==> config.mk <==
export PLATFORM = sky130hd
export DESIGN_NAME = strmov_seq
export DESIGN_NICKNAME = d
export VERILOG_FILES = /design/src/rtl/strmov_pkg.sv /design/src/rtl/strmov_phys_addr.sv /design/src/rtl/strmov_idx_step.sv /design/src/rtl/strmov_seq.sv
export SDC_FILE = /design/constraint.sdc
export NUM_CORES = 1
export LEC_CHECK = 0
export ABC_AREA = 1
export BUFFER_PORTS_ARGS = -buffer_cell sky130_fd_sc_hd__buf_2
export CAP_MARGIN = 15
export CORE_AREA = 2 2 164 118
export DETAILED_ROUTE_END_ITERATION = 8
export DIE_AREA = 0 0 166 120
export PLACE_DENSITY = 0.75
export SYNTH_ARGS = -nofsm -noshare
export SYNTH_HDL_FRONTEND = slang
export SYNTH_SLANG_ARGS = --single-unit
==> constraint.sdc <==
create_clock -name clk -period 3.19 [get_ports clk]
set_clock_uncertainty 0.15 [all_clocks]
set_input_delay 0.319 -clock clk [delete_from_list [all_inputs] [get_ports clk]]
set_output_delay 0.319 -clock clk [all_outputs]
set_load 0.005 [all_outputs]
==> src/rtl/strmov_pkg.sv <==
package strmov_pkg;
    typedef enum logic [1:0] {
        ST_IDLE   = 2'd0,
        ST_READ   = 2'd1,
        ST_WRITE  = 2'd2,
        ST_FINISH = 2'd3
    } seq_state_t;

    typedef enum logic [1:0] {
        SZ_BYTE  = 2'd0,
        SZ_WORD  = 2'd1,
        SZ_DWORD = 2'd2,
        SZ_RSVD  = 2'd3
    } elem_size_t;
endpackage

==> src/rtl/strmov_phys_addr.sv <==
module strmov_phys_addr #(
    parameter int SEG_W = 16,
    parameter int OFS_W = 16,
    parameter int SHIFT = 4,
    parameter int PA_W  = 20
) (
    input  logic [SEG_W-1:0] seg,
    input  logic [OFS_W-1:0] ofs,
    output logic [PA_W-1:0]  phys
);
    localparam int SUM_W = SEG_W + SHIFT + 1;

    logic [SUM_W-1:0] sum;

    // shifted segment plus zero-extended offset, then cut to the address width
    assign sum  = {1'b0, seg, {SHIFT{1'b0}}} + SUM_W'(ofs);
    assign phys = sum[PA_W-1:0];
endmodule

==> src/rtl/strmov_idx_step.sv <==
module strmov_idx_step #(
    parameter int IDX_W = 16,
    parameter int STR_W = 3
) (
    input  logic [IDX_W-1:0] idx,
    input  logic             down,
    input  logic [STR_W-1:0] stride,
    output logic [IDX_W-1:0] nxt
);
    always_comb begin
        if (down) nxt = idx - IDX_W'(stride);
        else      nxt = idx + IDX_W'(stride);
    end
endmodule

==> src/rtl/strmov_seq.sv <==
module strmov_seq #(
    parameter int SEG_W  = 16,
    parameter int OFS_W  = 16,
    parameter int CNT_W  = 16,
    parameter int SHIFT  = 4,
    parameter int PA_W   = 20,
    parameter int DATA_W = 32
) (
    input  logic              clk,
    input  logic              rst_n,
    input  logic              start,
    input  logic              dir_down,
    input  logic [1:0]        elem_size,
    input  logic [SEG_W-1:0]  ds_seg,
    input  logic [SEG_W-1:0]  es_seg,
    input  logic [OFS_W-1:0]  src_init,
    input  logic [OFS_W-1:0]  dst_init,
    input  logic [CNT_W-1:0]  cnt_init,
    output logic              mem_req,
    output logic              mem_we,
    output logic [PA_W-1:0]   mem_addr,
    output logic [DATA_W/8-1:0] mem_be,
    output logic [DATA_W-1:0] mem_wdata,
    input  logic [DATA_W-1:0] mem_rdata,
    input  logic              mem_ack,
    output logic              busy,
    output logic              done,
    output logic [OFS_W-1:0]  src_idx,
    output logic [OFS_W-1:0]  dst_idx,
    output logic [CNT_W-1:0]  cnt
);
    import strmov_pkg::*;

    localparam int BE_W  = DATA_W / 8;
    localparam int STR_W = 3;

    seq_state_t       state_q, state_d;
    logic [OFS_W-1:0] src_q, dst_q, src_nxt, dst_nxt;
    logic [CNT_W-1:0] cnt_q;
    logic [SEG_W-1:0] ds_q, es_q;
    logic             down_q;
    logic [STR_W-1:0] stride_q, stride_in;
    logic [DATA_W-1:0] rd_q;
    logic [PA_W-1:0]  src_pa, dst_pa;
    logic [BE_W-1:0]  be_mask;
    logic             take_start;

    assign take_start = (state_q == ST_IDLE) && start;

    // element size code to stride in bytes; reserved code acts as doubleword
    always_comb begin
        unique case (elem_size_t'(elem_size))
            SZ_BYTE:  stride_in = 3'd1;
            SZ_WORD:  stride_in = 3'd2;
            SZ_DWORD: stride_in = 3'd4;
            SZ_RSVD:  stride_in = 3'd4;
        endcase
    end

    always_comb begin
        for (int i = 0; i < BE_W; i++) be_mask[i] = (i < int'(stride_q));
    end

    strmov_phys_addr #(.SEG_W(SEG_W), .OFS_W(OFS_W), .SHIFT(SHIFT), .PA_W(PA_W))
        u_src_pa (.seg(ds_q), .ofs(src_q), .phys(src_pa));
    strmov_phys_addr #(.SEG_W(SEG_W), .OFS_W(OFS_W), .SHIFT(SHIFT), .PA_W(PA_W))
        u_dst_pa (.seg(es_q), .ofs(dst_q), .phys(dst_pa));

    strmov_idx_step #(.IDX_W(OFS_W), .STR_W(STR_W))
        u_src_step (.idx(src_q), .down(down_q), .stride(stride_q), .nxt(src_nxt));
    strmov_idx_step #(.IDX_W(OFS_W), .STR_W(STR_W))
        u_dst_step (.idx(dst_q), .down(down_q), .stride(stride_q), .nxt(dst_nxt));

    // next-state logic
    always_comb begin
        state_d = state_q;
        unique case (state_q)
            ST_IDLE: begin
                if (start) state_d = (cnt_init == '0) ? ST_FINISH : ST_READ;
            end
            ST_READ: begin
                if (mem_ack) state_d = ST_WRITE;
            end
            ST_WRITE: begin
                if (mem_ack) state_d = (cnt_q == CNT_W'(1)) ? ST_FINISH : ST_READ;
            end
            ST_FINISH: state_d = ST_IDLE;
        endcase
    end

    // state register
    always_ff @(posedge clk) begin
        if (!rst_n) state_q <= ST_IDLE;
        else        state_q <= state_d;
    end

    // working registers
    always_ff @(posedge clk) begin
        if (!rst_n) begin
            src_q    <= '0;
            dst_q    <= '0;
            cnt_q    <= '0;
            ds_q     <= '0;
            es_q     <= '0;
            down_q   <= 1'b0;
            stride_q <= 3'd1;
            rd_q     <= '0;
        end else if (take_start) begin
            src_q    <= src_init;
            dst_q    <= dst_init;
            cnt_q    <= cnt_init;
            ds_q     <= ds_seg;
            es_q     <= es_seg;
            down_q   <= dir_down;
            stride_q <= stride_in;
        end else if (state_q == ST_READ && mem_ack) begin
            rd_q <= mem_rdata;
        end else if (state_q == ST_WRITE && mem_ack) begin
            src_q <= src_nxt;
            dst_q <= dst_nxt;
            cnt_q <= cnt_q - CNT_W'(1);
        end
    end

    // write data: enabled lanes pass, the rest are zero
    for (genvar g = 0; g < BE_W; g++) begin : g_lane
        assign mem_wdata[g*8 +: 8] = be_mask[g] ? rd_q[g*8 +: 8] : 8'h00;
    end

    // outputs from state
    always_comb begin
        mem_req  = 1'b0;
        mem_we   = 1'b0;
        mem_addr = src_pa;
        done     = 1'b0;
        unique case (state_q)
            ST_IDLE:   ;
            ST_READ:   mem_req = 1'b1;
            ST_WRITE: begin
                mem_req  = 1'b1;
                mem_we   = 1'b1;
                mem_addr = dst_pa;
            end
            ST_FINISH: done = 1'b1;
        endcase
    end

    assign mem_be  = be_mask;
    assign busy    = (state_q != ST_IDLE);
    assign src_idx = src_q;
    assign dst_idx = dst_q;
    assign cnt     = cnt_q;
endmodule

Yosys cells after proc, flatten, opt, wreduce, memory -nomap -nowiden --
Cells that the tools add are included.
Word-level totals: flip-flop bits (word level) 118, input port bits 119, output and inout bits 108, logic and storage cells 71
Operators by class: add/subtract/negate cells 7, order comparisons 4, equality and inequality tests 11, muxes and demuxes 26, bitwise operators 1, reductions and logical operators 13
Operators with widths (count):
- two-way mux 16 bit | 11
- adder 20 x 16 -> 20 bit | 2
- adder 16 x 3 -> 16 bit | 2
- two-way mux 8 bit | 4
- subtractor 16 x 3 -> 16 bit | 2
- two-way mux 20 bit | 1
- equality test 16 x 1 -> 1 bit, second input constant | 1
- zero test 16 bit | 1
- subtractor 16 x 1 -> 16 bit, second input constant | 1
- two-way mux 2 bit | 5
- one-hot mux 3 bit (3 select lines) | 1
- equality test 2 bit, second input constant | 4
- != test 2 bit, second input constant | 4
- one-hot mux 2 bit (4 select lines) | 1
- less-than comparator 1 x 3 -> 1 bit, first input constant | 2
- less-than comparator 2 x 3 -> 1 bit, first input constant | 2
- equality test 2 x 1 -> 1 bit, second input constant | 2
- zero test 2 bit | 2
- AND reduction 2 bit | 2
- nonzero test 2 bit | 2
- OR reduction 2 bit | 2
- logical AND 1 bit | 3
- two-way mux 1 bit | 3
- AND reduction 3 bit | 1
- inverter 1 bit | 1

Logic depth before layout (Yosys ltp) --
Gate-level depths: netlist (run 1).
depth in word-level cells 5, gate-level depth with buffers 17, depth with buffers taken out 17

Cells and area by module --
A second synthesis (run 1) with hierarchy kept.
Second synthesis, totals: cell total of the unflattened synthesis 1549, area total of the unflattened synthesis 9303.9 sq um
By module, submodules not included:
- strmov_seq | times used 1, cells each 813, area each 5502.8 sq um, sequential area each 2362.3 sq um
- strmov_phys_addr | times used 2, cells each 168, area each 862.1 sq um, sequential area each 0.0 sq um
- strmov_idx_step at u_src_step | times used 1, cells each 201, area each 1058.5 sq um, sequential area each 0.0 sq um
- strmov_idx_step at u_dst_step | times used 1, cells each 199, area each 1018.5 sq um, sequential area each 0.0 sq um

Worst setup path before layout (run 1) --
OpenSTA, ideal clock, no wires.
path type flip-flop to flip-flop, from register stride_q[1], to register src_q[14] (netlist: src_idx[14]), library setup time 0.132 ns, data arrival time 2.417 ns, required time 2.908 ns, slack 0.491 ns, stages on the path, launching flop included 14, buffers on the path 0, clock period less this slack 2.699 ns, cells stage by stage dfxtp_1 -> inv_1 -> ha_1 -> ha_1 -> or2_2 -> ha_1 -> nand2_1 -> inv_1 -> a21oi_1 -> o21ai_0 -> a21oi_1 -> nand3_1 -> nand3_1 -> a21oi_1
On the way: word-level cells in the longest chain between the ends 5, elaborated cells between the ends (all ways) 6, classes of those cells 2 x add/sub; 4 x mux
Ends and longest elaborated chain:
- start, declared | RTL line strmov_seq.sv:42 | logic [STR_W-1:0] stride_q, stride_in;
- start signal, assigned | RTL line strmov_seq.sv:115 | stride_q <= stride_in;
- adder 16 x 3 -> 16 bit / subtractor 16 x 3 -> 16 bit (equally long branches) | RTL line strmov_idx_step.sv:12, strmov_idx_step.sv:11
- two-way mux 16 bit (*) | RTL line strmov_idx_step.sv:11 | if (down) nxt = idx - IDX_W'(stride);
- two-way mux 16 bit (*) | RTL line strmov_seq.sv:118 | end else if (state_q == ST_WRITE && mem_ack) begin
- two-way mux 16 bit (*) | RTL line strmov_seq.sv:116 | end else if (state_q == ST_READ && mem_ack) begin
- two-way mux 16 bit (*) | RTL line strmov_seq.sv:108 | end else if (take_start) begin
- end signal, assigned | RTL line strmov_seq.sv:109 | src_q <= src_init;
- end signal, assigned | RTL line strmov_seq.sv:119 | src_q <= src_nxt;
- end, declared | RTL line strmov_seq.sv:38 | logic [OFS_W-1:0] src_q, dst_q, src_nxt, dst_nxt;
Every way passes the cells marked *; elsewhere a longest branch is shown, timed or not. The select of a mux whose other input is x is not followed. A chain may end at the register's enable or synchronous reset.

Worst setup path in the final report (run 1) --
from register src_q[4] (netlist: src_idx[4]), to output port mem_addr[12]
On the way: word-level cells in the longest chain between the ends 2
Ends and longest elaborated chain:
- adder 20 x 16 -> 20 bit | RTL line strmov_phys_addr.sv:16 | assign sum = {1'b0, seg, {SHIFT{1'b0}}} + SUM_W'(ofs);
- two-way mux 20 bit | RTL line strmov_seq.sv:136 | unique case (state_q)
- end, declared | RTL line strmov_seq.sv:21 | output logic [PA_W-1:0] mem_addr,
No other way between the ends.

==> impl_metrics.ini, run 1 <==
[outcome]
outcome = complete, no violations

[worst_setup_path]
path_class = flop to output port
cp_data_arrival_time_ns = 2.55
cp_max_fo = 4
cp.required_ns = 2.72
worst_setup_path_start_kind = flop
setup.worst_path.end_class = output port

[drt]
dr.pass1.iters = 5
vias = 9191
viasPerCell = 5.19
drc = 0
wl_um = 26800
ant_nets = 0
avgRoutedWirePerCell_um = 15.1
drt_iter0_markers = 641

[power]
internal_power_w = 0.00462
p_switching_w = 0.00400
power_frac_clock = 0.224
max-vdd-ir-drop_uv = 405
power_frac_seq = 0.258
power_frac_comb = 0.518
p_per_area_nw_per_um2 = 817
switching_share = 0.464
p_leak_nw = 5.48

[final_layout]
drive_gt1_frac = 0.205
syn_to_final_growth_pct = 27.1
stdcell_count = 1772
fillers = 1810
fin_nets = 1702

[cts]
cts_tree = done
worstSkewPairLatency_ns = 0.43
cts.sinks = 118
cts_buffers = 17
clk_pin_slew_worst_paths_ns = 0.06
cts_root_buf = clkbuf_16
cts_max_path_buffers = 2
h-tree-depth = 4

[place]
place_inst = 1712
routabilityCongestion = 0.943
port_buffers = 226
dpl.hpwl_um = 20100

[logic_synthesis]
ys_top_cells_by_count = nand2_1 (260), inv_1 (176), nor2_1 (154)
netlist_instances = 1276
synth_edf_count = 0
synth.most_common_cell = nand2_1
synth.distinct_cells = 44
synth_top_cell_area_share = 0.285
yosys.area.top_type = dfxtp_1
ys_warn_count = 0
ys_top_cells_by_area = dfxtp_1 (28%), nand2_1 (12%), ha_1 (9.8%)
avgSynthCellArea_um2 = 6.50
synth_area_um2 = 8300
ys_seq_area_frac = 0.285
synth_ff_type = dfxtp_1
ys_ff_latch = 118
synth-async-reset-ratio = 0
synth_nets = 1462

[timing]
slew_headroom = 0.453
rsz0062_at_grt = no
fmax_ghz = 0.332
hold_viol = 0
slew_violations = 0
period_share = 0.945
tightest_slew_ns = 0.820
fin_setup_tns_ns = 0
min_period_ns = 3.01
setup_viol = 0
holdWs_ns = 0.00232

[global_routing]
globalRouteOverflowTotal = 0
antenna_found_initial = 0
first_global_vias = 8456
grt_pass1_wl_um = 42800
grt_max_degree = 79
grt_usage = 0.268

[hold_path]
hp-class = input pin to flop

[floorplanning]
core_area_um2 = 18400
ioPinCount = 227
die_h_um = 120
die_x_um = 166
fp.dieArea_um2 = 19900
start_util = 0.450
row_count = 42

[flow_run]
maxCapViolCount = 0
-- metrics by stage --
stage                     worst slack [ns]  power [W]  utilization  cell area, um2
final                                0.176    0.00861        0.572           10600
after global routing               0.00401    0.00933        0.572           10500
after CTS                           0.0362    0.00857        0.569           10500
after detailed placement             0.256    0.00657        0.524            9670
after global placement               0.321    0.00649        0.524            9670
after floorplan                      0.491    0.00518            -            8300
-- flip-flops by register name, summed over array words and instances (netlist names) --
register,flops
es_q,16
cnt,16
stride_q,3
state_q,2
dst_idx,16
down_q,1
ds_q,16
src_idx,16
rd_q,32
-- area by class of cell --
cell class              count  area (um2)  share of cell area
inverters                 182         683              0.0648
well taps                 242         303              0.0287
diodes                      1        2.50            0.000237
flip-flops and latches    118        2370               0.225
repair buffers            266        1520               0.144
clock inverters            15         156              0.0148
clock buffers              17         425              0.0403
multi-input cells         931        5090               0.483
-- cell usage in the layout, fill, tap and decap left out, types with 3 or more instances in the layout --
cell | Yosys | layout
buf_4 | 1 | 14
a21oi_1 | 108 | 107
a21o_1 | 9 | 9
ha_1 | 65 | 64
buf_2 | 8 | 226
nand4_1 | 10 | 10
o21ai_0 | 112 | 108
xor2_1 | 22 | 22
nand3_2 | 8 | 8
nor3_1 | 10 | 10
nand3_1 | 70 | 70
o21bai_1 | 5 | 5
dlygate4sd3_1 | 0 | 24
nor4_1 | 5 | 5
nand2_1 | 260 | 257
xnor2_1 | 3 | 3
nor2_2 | 0 | 3
nand2_2 | 8 | 11
a211oi_1 | 6 | 6
inv_1 | 176 | 175
inv_6 | 0 | 8
nor2_1 | 154 | 151
nand3b_1 | 7 | 7
inv_2 | 5 | 7
dfxtp_1 | 118 | 114
o21ai_1 | 1 | 5
inv_8 | 0 | 3
a22o_1 | 20 | 20
clkbuf_16 | 0 | 17
clkinvlp_4 | 0 | 3
a31oi_1 | 25 | 25
-- final timing paths --
kind | slack [ns] | startpoint | endpoint | cells past startpoint
worst min-delay path | 0.002 | mem_rdata[27] | rd_q[27]$_SDFFE_PN0P_ | 3
worst max register to register | 0.38 | stride_q[0]$_SDFFE_PN1P_ | src_idx[14]$_SDFFE_PN0P_ | 14
worst max-delay path | 0.18 | src_idx[4]$_SDFFE_PN0P_ | mem_addr[12] | 14
worst min register to register | 0.30 | rd_q[9]$_SDFFE_PN0P_ | rd_q[9]$_SDFFE_PN0P_ | 2
-- power by group through the flow --
stage | sequential, W | clock, W | combinational [W]
6_report | 0.00222 | 0.00193 | 0.00446
4_1_cts | 0.00221 | 0.00196 | 0.00440
2_1_floorplan | 0.00214 | 0 | 0.00305
3_3_place_gp | 0.00223 | 0 | 0.00426
5_1_grt | 0.00227 | 0.00203 | 0.00503
3_5_place_dp | 0.00224 | 0 | 0.00433
-- routing by layer --
metal	routed length, um	track usage
met2	11500	0.420
met5	0	0
met3	2230	0.0610
met1	12600	0.368
met4	480	0.0793
-- timing repair --
action / CTS / global route
endpoints found under the setup margin: 1 / 8
hold endpoints to repair: 24 / 0
hold buffers: 24 / 0
pin swaps: 1 / 3
resized for setup: 3 / 19
setup buffers: 1 / 2
-- worst max-delay path, stage by stage (launching register included) --
cell and delay (ns):
dfxtp_4 0.37, ha_2 0.18, inv_1 0.05, fa_1 0.37
inv_2 0.09, nand3_1 0.08, nand2_2 0.11, a21boi_2 0.08
o21ai_1 0.17, buf_4 0.13, buf_4 0.10, a21oi_1 0.05
o21ai_0 0.09, nand2_1 0.10, buf_2 0.14
-- cells by family (layout without fill, tap and decap cells) --
logic type / Yosys count / count (layout) / share of synthesized area
compound gates: 302 / 302 / 0.206
xor+xnor: 25 / 25 / 0.0264
fa+ha+maj: 67 / 67 / 0.103
buf+inv: 227 / 480 / 0.105
flops: 118 / 118 / 0.285
mux: 1 / 1 / 0.00121
other cells: 0 / 1 / 0
simple gates: 536 / 536 / 0.273
Power figures use the tool's default switching activity.
==> run 2, diff against run 1 <==
Settings changed: GPL_TIMING_DRIVEN set to 0.
==> run 2 against run 1 <==
Compared with the run above:
- via count up 4.3%
- non-clock buffer count is 25 higher
- flip-flop and latch count unchanged
- core utilization about the same
==> impl_metrics.ini, run 2 (synthesis gave the netlist of run 1 again) <==
[final_layout]
antennaDiodeCount = 0
syn_to_final_growth_pct = 27.2
largest_reg_flops = 32
final_util = 0.572
drive_gt1_frac = 0.200
fin_nets = 1727
largest-register = rd_q
final_common_cell = nand2_1
fillers = 1800
final_cell_mix = nand2_1 (257), buf_2 (234), inv_1 (176), nor2_1 (152), dfxtp_1 (113)

[drt]
ant_nets = 0
viasPerCell = 5.34
wl_um = 29100
drc = 0
dr.pass1.iters = 5
drt_iter0_markers = 915
avgRoutedWirePerCell_um = 16.2
vias = 9582

[cts]
cts_buffers = 17
cts.sinks = 118
cts_root_buf = clkbuf_16
worstSkewPairLatency_ns = 0.43
cts_tree = done
cts_max_path_buffers = 2
clk_pin_slew_worst_paths_ns = 0.07
h-tree-depth = 4

[global_routing]
antenna_found_initial = 0
grt_max_degree = 19
grt_usage = 0.291
globalRouteOverflowTotal = 0
first_global_vias = 8782
grt_pass1_wl_um = 45700

[floorplanning]
start_util = 0.450
fp.dieArea_um2 = 19900
die_h_um = 120
die_x_um = 166
row_count = 42
core_area_um2 = 18400
ioPinCount = 227

[worst_setup_path]
critPathMaxStageDelay_ns = 0.38
path_class = flop to output port
critical-path-top-delay-family = adder cells
crit_buf_inv = 3
worst_setup_path_start_kind = flop
cp.required_ns = 2.72
cp_data_arrival_time_ns = 2.58
cp_max_fo = 4
cpMostUsedCell = nand2_1
crit_slowest_cell = dfxtp_4
worstPathCellList = ha_1 > inv_1 > fa_2 > nand3b_1 > nand2_2 > a21boi_1 > o21ai_1 > buf_4 > xor2_1 > nand2_1 > nand2_1 > buf_2
setup.worst_path.end_class = output port

[timing]
setup_viol = 0
period_share = 0.956
slew_violations = 0
hold_viol = 0
rsz0062_at_grt = yes
slew_headroom = 0.476
fmax_ghz = 0.328
min_period_ns = 3.05
tightest_slew_ns = 0.785

[power]
p_leak_nw = 5.47
p_per_area_nw_per_um2 = 826
max-vdd-ir-drop_uv = 413
p_total_w = 0.00871

[outcome]
outcome = complete, no violations

[hold_path]
hp-class = input pin to flop

[flow_run]
maxCapViolCount = 0

[place]
routabilityCongestion = 0.961
port_buffers = 226
dpl.hpwl_um = 22700
run 2: metal layers:
metal  share of wire  track usage  vias up
met4           0.024        0.103        0
met3           0.098       0.0673       48
met2            0.42        0.442      448
met5               0            0        -
li1                -            -     4745
met1            0.46        0.403     4341
run 2: final timing paths:
| path | from | to | slack (ns) | cells past startpoint |
|---|---|---|---|---|
| worst min register to register | rd_q[20]$_SDFFE_PN0P_ | rd_q[20]$_SDFFE_PN0P_ | 0.31 | 2 |
| worst min-delay path | dst_init[4] | dst_idx[4]$_SDFFE_PN0P_ | 0.003 | 3 |
| worst max-delay path | dst_idx[4]$_SDFFE_PN0P_ | mem_addr[12] | 0.14 | 12 |
| worst max register to register | stride_q[2]$_SDFFE_PN0P_ | dst_idx[13]$_SDFFE_PN0P_ | 0.32 | 13 |
run 2: timing repair:
action | in CTS | in global routing
hold buffers | 18 | 0
resized for setup | 3 | 24
endpoints found under the setup margin | 4 | 23
hold endpoints to repair | 17 | 0
pin swaps | 0 | 4
buffers inserted | 0 | 2
run 2: through the flow:
| step | cell area (um2) | hold slack (ns) | cells | TNS (ns) | worst slack [ns] |
|---|---|---|---|---|---|
| after floorplan | 8300 | 0.272 | 1276 | 0 | 0.491 |
| after global placement | 9730 | 0.290 | 1744 | 0 | 0.0469 |
| after detailed placement | 9730 | 0.295 | 1744 | 0 | 0.0663 |
| after CTS | 10500 | 0.000471 | 1794 | -0.0113 | -0.0113 |
| after global routing | 10600 | 0.00630 | 1796 | -0.0292 | -0.0292 |
| final | 10600 | 0.00307 | 1796 | 0 | 0.140 |
run 2: worst reg2reg max path, stage by stage, from the launching register on:
cell	delay, ns
dfxtp_1	0.34
buf_6	0.16
nor2_8	0.20
nand2_1	0.13
nand2_2	0.40
ha_1	0.39
nand2_1	0.21
inv_1	0.09
a21oi_2	0.21
o21a_1	0.17
nand2_1	0.06
nand2_1	0.05
nand3_1	0.11
a21oi_1	0.14
run 2: layout make-up:
type	instances	area [um2]	share of cell area
multi-input cells	931	5100	0.483
flip-flops and latches	118	2370	0.225
repair buffers	246	1330	0.126
inverters	182	683	0.0647
clock buffers	17	425	0.0403
well taps	242	303	0.0287
plain buffers	45	191	0.0181
clock inverters	15	149	0.0141
run 2: report_power, final:
part | switching [W] | total (W) | leakage, nW | internal, W
registers | 0.000366 | 0.00223 | 0.972 | 0.00186
clock network | 0.000881 | 0.00192 | 0.279 | 0.00104
logic | 0.00292 | 0.00456 | 4.22 | 0.00165
